===== config.mk =====
export PLATFORM = sky130hd
export DESIGN_NAME = bindec_updown_counter
export DESIGN_NICKNAME = d
export VERILOG_FILES = /design/src/rtl/bdcnt_pkg.sv /design/src/rtl/bdcnt_step.sv /design/src/rtl/bdcnt_term.sv /design/src/rtl/bindec_updown_counter.sv
export SDC_FILE = /design/constraint.sdc
export NUM_CORES = 1
export LEC_CHECK = 0
export BUFFER_PORTS_ARGS = -buffer_cell sky130_fd_sc_hd__buf_4
export CORE_AREA = 10 10 47 49
export CTS_CLUSTER_DIAMETER = 120
export DETAILED_ROUTE_END_ITERATION = 8
export DIE_AREA = 0 0 57 59
export HOLD_SLACK_MARGIN = 0.15
export PLACE_DENSITY = 0.67
export SYNTH_ARGS = -nofsm -noshare
export SYNTH_HDL_FRONTEND = slang
export SYNTH_SLANG_ARGS = --single-unit
export TNS_END_PERCENT = 5

===== constraint.sdc =====
create_clock -name clk -period 2 [get_ports clk]
set_clock_uncertainty 0.15 [all_clocks]
set_input_delay 0.4 -clock clk [delete_from_list [all_inputs] [get_ports clk]]
set_output_delay 0.4 -clock clk [all_outputs]
set_load 0.01 [all_outputs]

===== src/rtl/bdcnt_pkg.sv =====
package bdcnt_pkg;
  localparam int CNT_W       = 4;
  localparam int DEC_MODULUS = 10;

  typedef enum logic {
    MODE_DEC = 1'b0,
    MODE_BIN = 1'b1
  } cnt_mode_e;

  typedef enum logic {
    DIR_DOWN = 1'b0,
    DIR_UP   = 1'b1
  } cnt_dir_e;
endpackage


===== src/rtl/bdcnt_step.sv =====
module bdcnt_step #(
  parameter int W       = bdcnt_pkg::CNT_W,
  parameter int DEC_MOD = bdcnt_pkg::DEC_MODULUS
) (
  input  logic [W-1:0] cur,
  input  logic         bin_mode,
  input  logic         dir_up,
  output logic [W-1:0] nxt
);
  localparam logic [W-1:0] DEC_LAST = W'(DEC_MOD - 1);
  localparam logic [W-1:0] ONE      = W'(1);

  logic [W-1:0] inc_v;
  logic [W-1:0] dec_v;

  assign inc_v = cur + ONE;
  assign dec_v = cur - ONE;

  always_comb begin
    if (bin_mode) begin
      nxt = dir_up ? inc_v : dec_v;
    end else if (dir_up) begin
      // Illegal states above the decade range fall back to zero.
      nxt = (cur >= DEC_LAST) ? '0 : inc_v;
    end else begin
      if (cur == '0)           nxt = DEC_LAST;
      else if (cur > DEC_LAST) nxt = DEC_LAST;
      else                     nxt = dec_v;
    end
  end
endmodule


===== src/rtl/bdcnt_term.sv =====
module bdcnt_term #(
  parameter int W       = bdcnt_pkg::CNT_W,
  parameter int DEC_MOD = bdcnt_pkg::DEC_MODULUS
) (
  input  logic [W-1:0] cur,
  input  logic         bin_mode,
  input  logic         dir_up,
  input  logic         ncarry_in,
  output logic         ncarry_out
);
  localparam logic [W-1:0] BIN_LAST = {W{1'b1}};
  localparam logic [W-1:0] DEC_LAST = W'(DEC_MOD - 1);

  logic [W-1:0] top_val;
  logic         at_end;

  assign top_val    = bin_mode ? BIN_LAST : DEC_LAST;
  assign at_end     = dir_up ? (cur == top_val) : (cur == '0);
  assign ncarry_out = ~(at_end & ~ncarry_in);
endmodule


===== src/rtl/bindec_updown_counter.sv =====
module bindec_updown_counter #(
  parameter int W       = bdcnt_pkg::CNT_W,
  parameter int DEC_MOD = bdcnt_pkg::DEC_MODULUS
) (
  input  logic         clk,
  input  logic         rst,
  input  logic         bin_ndec,
  input  logic         up_ndn,
  input  logic         ncarry_in,
  input  logic         preset_en,
  input  logic [W-1:0] jam,
  output logic [W-1:0] q,
  output logic         ncarry_out
);
  logic [W-1:0] cnt_r;
  logic [W-1:0] cnt_nxt;

  bdcnt_step #(.W(W), .DEC_MOD(DEC_MOD)) u_step (
    .cur      (cnt_r),
    .bin_mode (bin_ndec),
    .dir_up   (up_ndn),
    .nxt      (cnt_nxt)
  );

  always_ff @(posedge clk) begin
    if (rst)             cnt_r <= '0;
    else if (preset_en)  cnt_r <= jam;
    else if (!ncarry_in) cnt_r <= cnt_nxt;
  end

  // Preset is transparent to the output without waiting for an edge.
  assign q = preset_en ? jam : cnt_r;

  bdcnt_term #(.W(W), .DEC_MOD(DEC_MOD)) u_term (
    .cur        (q),
    .bin_mode   (bin_ndec),
    .dir_up     (up_ndn),
    .ncarry_in  (ncarry_in),
    .ncarry_out (ncarry_out)
  );
endmodule


# [Yosys cells after proc, flatten, opt, wreduce, memory -nomap -nowiden]
# Index checks and enable logic that the tools add are counted.
[op_classes] mux=11 reduce_logical=2 div=0 n_bitwise=3 magnitude_cmp=2 n_addsub=2 multipliers=0 eq_ne=2 shifts=0
[op_table] op="2-to-1 mux 4 bit" count=9
[op_table] op="zero test 4 bit" count=2
[op_table] op="adder 4 x 1 -> 4 bit (second input constant)" count=1
[op_table] op="== test 4 bit" count=1
[op_table] op="greater-or-equal comparator 4 bit (second input constant)" count=1
[op_table] op="> comparator 4 bit (second input constant)" count=1
[op_table] op="subtractor 4 x 1 -> 4 bit (second input constant)" count=1
[op_table] op="2-to-1 mux 3 bit" count=1
[op_table] op="!= test 2 x 1 -> 1 bit (second input constant)" count=1
[op_table] op="inverter 1 bit" count=2
[op_table] op="bitwise AND 1 bit" count=1
[op_table] op="2-to-1 mux 1 bit" count=1
[totals] memories=0 regBits=4 romBits=0 ramBits=0 latchBits=0

# [Logic depth before layout (Yosys ltp)]
[logic_depth] ltp_word=7 mapped_depth=6 depth_no_buf=6

# [Cells and area by module]
# From an unflattened synthesis, not the netlist that was laid out.
[hier_totals] cells_unflattened=60 hier_area_um2=520.5
[by_module_without_submodules] module="bdcnt_step" instances=1 cells_per_inst=32 area_per_inst_um2=244.0
[by_module_without_submodules] module="bindec_updown_counter" instances=1 cells_per_inst=23 area_per_inst_um2=240.2
[by_module_without_submodules] module="bdcnt_term" instances=1 cells_per_inst=5 area_per_inst_um2=36.3

# [Least setup slack after synthesis]
# No wires, ideal clock.
[synth_timing] path_type="input port to output port" start="in preset_en" end="out ncarry_out" path_stages=4 required_ps=1450 slack_ps=139 arrival_ps=1311 path_cell_list="mux2_2 or2_1 o21ai_0 a41oi_1"
[synth_via] elab_chain_cells=5 elab_cells_between_ends=6
[synth_lines] item="start, declared" line_no="bindec_updown_counter.sv:10" rtl="input logic preset_en,"
[synth_lines] item="2-to-1 mux 4 bit (*)" line_no="bindec_updown_counter.sv:32" rtl="assign q = preset_en ? jam : cnt_r;"
[synth_lines] item="== test 4 bit or zero test 4 bit (tied branches)" line_no="bdcnt_term.sv:18" rtl="assign at_end = dir_up ? (cur == top_val) : (cur == '0);"
[synth_lines] item="2-to-1 mux 1 bit (*)" line_no="bdcnt_term.sv:18"
[synth_lines] item="bitwise AND 1 bit (*)" line_no="bdcnt_term.sv:19" rtl="assign ncarry_out = ~(at_end & ~ncarry_in);"
[synth_lines] item="inverter 1 bit (*)" line_no="bdcnt_term.sv:19"
[synth_lines] item="end, declared" line_no="bindec_updown_counter.sv:13" rtl="output logic ncarry_out"
# Mark *: on every way between the ends. The rest lies on a longest branch, timed or not.

# [Worst setup path after layout]
[layout_timing] start="reg cnt_r[0]" end="out ncarry_out"
[layout_via] elab_chain_cells=5 elab_cells_between_ends=6
[layout_lines] item="start, declared" line_no="bindec_updown_counter.sv:15" rtl="logic [W-1:0] cnt_r;"
[layout_lines] item="start signal, assigned" line_no="bindec_updown_counter.sv:27" rtl="else if (preset_en) cnt_r <= jam;"
[layout_lines] item="start signal, assigned" line_no="bindec_updown_counter.sv:28" rtl="else if (!ncarry_in) cnt_r <= cnt_nxt;"
[layout_lines] item="2-to-1 mux 4 bit (*)" line_no="bindec_updown_counter.sv:32"
[layout_lines] item="== test 4 bit or zero test 4 bit (tied branches)" line_no="bdcnt_term.sv:18"
[layout_lines] item="2-to-1 mux 1 bit (*)" line_no="bdcnt_term.sv:18"
[layout_lines] item="bitwise AND 1 bit (*)" line_no="bdcnt_term.sv:19"
[layout_lines] item="inverter 1 bit (*)" line_no="bdcnt_term.sv:19"
# Marked as above.

==> results.cfg <==
[worst_setup_path]
worstPathMaxFanout = 8
cpMaxStageDelayCell = o32a_1
critPathLaunchType = register
critPathKind = register to output port
worstPathArrival_ns = 1.54
cp.required_ns = 1.45
end_kind = output port
critPathMaxStageDelay_ns = 0.35
crit_path_cell_trace = buf_6 -> o32a_1 -> nor4_2 -> a41oi_2 -> buf_4

[synthesis]
synth-edff-count = 0
synth_top_area_share = 0.1397
async_flop_share = 0
synth.distinct_cells = 35
synthFlopType = dfxtp_1
syn_nets = 90
yosysWarnings = 0
syn_area_per_cell_sq_um = 7.540
seq_area_frac_synth = 0.1397
yosysTopAreaCell = dfxtp_1
syn_area_sq_um = 573.1
ys_ff_latch = 4
syn-instance-count = 76
synth_area_leaders = dfxtp_1 (14%), ha_1 (8.7%), a21oi_1 (6.1%)

[clocking]
cts-buffers-inserted = 3
hold_buffers = 0
cts.htree.levels = 1
cts_setup_buffers = 0
clk_pin_slew_ns = 0.03
tritoncts = done
cts_sinks = 4
cts_root_buf = clkbuf_4
clockBufferDepth = 2
clock_latency_ns = 0.24

[route]
wl_per_cell_microns = 15.55
drt_iter0_drc = 11
wl_microns = 1726
drc = 0
ant_nets = 0
dr.pass1.iters = 4
viasPerCell = 5.793
vias = 643

[layout]
reg_top3 = cnt_r (4)
final_cell_mix = buf_4 (20), a21oi_1 (7), inv_1 (6), o21ai_0 (5)
num_antenna_cells = 0
layout.nets = 111
multi_input_area_sq_um = 459.2
layout-drive-gt1-share = 0.4211
largest_reg_flops = 4
fin_cells = 111
fillers = 144
seq_area_sq_um = 82.58
syn2layout_area_growth_pct = 34.06
final_common_cell = buf_4
top_register = cnt_r

[placement]
finalWeightedCongestion = 0.7905
numPortBuffers = 14
dp_hpwl_microns = 1298
place_inst = 108

[sta]
min_period_ns = 2.086
fin_ws_ns = -0.08626
slew_headroom = 0.8112
fmax_mhz = 479.3
setup_violations = 1
grt_setup_unrepaired = true
slew_violations = 0
hold_viol = 0
hold_ws_ns = 0.2179
min_period_over_period = 1.043
tightestPinTransition_ns = 0.2795

[die]
rows = 14
fp.dieH_microns = 59
die_area_sq_mm = 0.003363
initial_core_util = 0.4089
ios = 15
coreArea_sq_mm = 0.001401
die_w_microns = 57

[hold_path]
hold_class = primary input to register

[global_routing]
grt-ovfl-total = 0
grt_pass1_vias = 613
grt.total_usage = 0.09714
grt_pass1_wl_microns = 2677
antenna_found_initial = 0
grt_max_degree = 21

[outcome]
violations = negative setup slack
status = finished with violations

[flow_run]
maxCapViolations = 0

[power_and_ir_drop]
leakagePower_nw = 0.3326
power_density_mw_per_mm2 = 513.3
peakVddDrop_mv = 0.3661
[worst paths after layout]
path | startpoint | endpoint | slack [ns] | cells past startpoint
setup / recovery | cnt_r[0] | ncarry_out | -0.09 | 5
hold reg to reg | cnt_r[0] | cnt_r[0] | 0.46 | 3
setup reg to reg | cnt_r[0] | cnt_r[0] | 0.18 | 6
hold / removal | rst | cnt_r[0] | 0.22 | 2
[repair_timing]
item / CTS / global route
hold endpoints to repair: 0 / 0
pin swaps: 4 / 1
gates resized for setup: 3 / 7
setup endpoints to repair: 1 / 3
[power by group]
| part | internal, W | total, W | leakage (nW) | switching [W] |
|---|---|---|---|---|
| registers | 0.0000887 | 0.0000979 | 0.0338 | 0.00000920 |
| logic | 0.0000957 | 0.000192 | 0.285 | 0.0000964 |
| clock network | 0.0000674 | 0.000104 | 0.0138 | 0.0000370 |
| total | 0.000252 | 0.000394 | 0.333 | 0.000143 |
[critical path, delay by kind of cell (launching register included)]
kind                   cells  cell delay (ns)
AO/OA/AOI/OAI              2             0.42
buffers and inverters      2             0.30
flip-flops                 1             0.31
AND/OR/NAND/NOR            1             0.27
[final cells by class]
class                      instances  area share
tap                               16     0.02606
clock buffer                       3     0.02932
multi-input combinational         61      0.5977
inverter                           6     0.02932
sequential                         4      0.1075
timing repair buffer              21      0.2101
[synth_stat cells, drive strengths merged, types with 2 or more instances]
cell type  n
a21oi      8
o21ai      7
inv        6
dfxtp      4
ha         4
nand2      4
nand3      4
and2b      3
buf        3
nand2b     3
nor2       3
o31ai      3
a221oi     2
a41oi      2
clkbuf     2
mux2       2
nor3       2
nor4       2
or2        2
[through the flow]
stage	TNS (ns)	power, W	cell area, sq um	worst slack [ns]	util
after floorplan	0	0.0002119	573.1	0.1386	-
after global placement	-0.05271	0.0002729	708.2	-0.05271	0.5054
after detailed placement	-0.1007	0.0002753	708.2	-0.1007	0.5054
after CTS	-0.04838	0.0003851	735.7	-0.04838	0.5250
after global routing	-0.1489	0.0004221	768.2	-0.1489	0.5482
final	-0.08626	0.0003944	768.2	-0.08626	0.5482
[cells by family (layout without fill, tap and decap cells)]
family | after synthesis | count (layout) | share of synthesized area
muxes | 2 | 2 | 0.03930
adders and majority gates | 4 | 4 | 0.08734
DFF | 4 | 4 | 0.1397
AOI/OAI and AO/OA | 27 | 27 | 0.3232
buffers and inverters | 11 | 30 | 0.1135
xor gates and xnor gates | 2 | 2 | 0.03057
and+or+nand+nor | 26 | 26 | 0.2664
[layer usage]
layer	vias up	track usage	part of all wire
met5	-	0	0
met4	0	0.04027	0.011
met3	2	0.04506	0.070
met2	18	0.1581	0.48
met1	302	0.1067	0.44
li1	321	-	-
No activity file was read; power rests on OpenSTA's default activity.
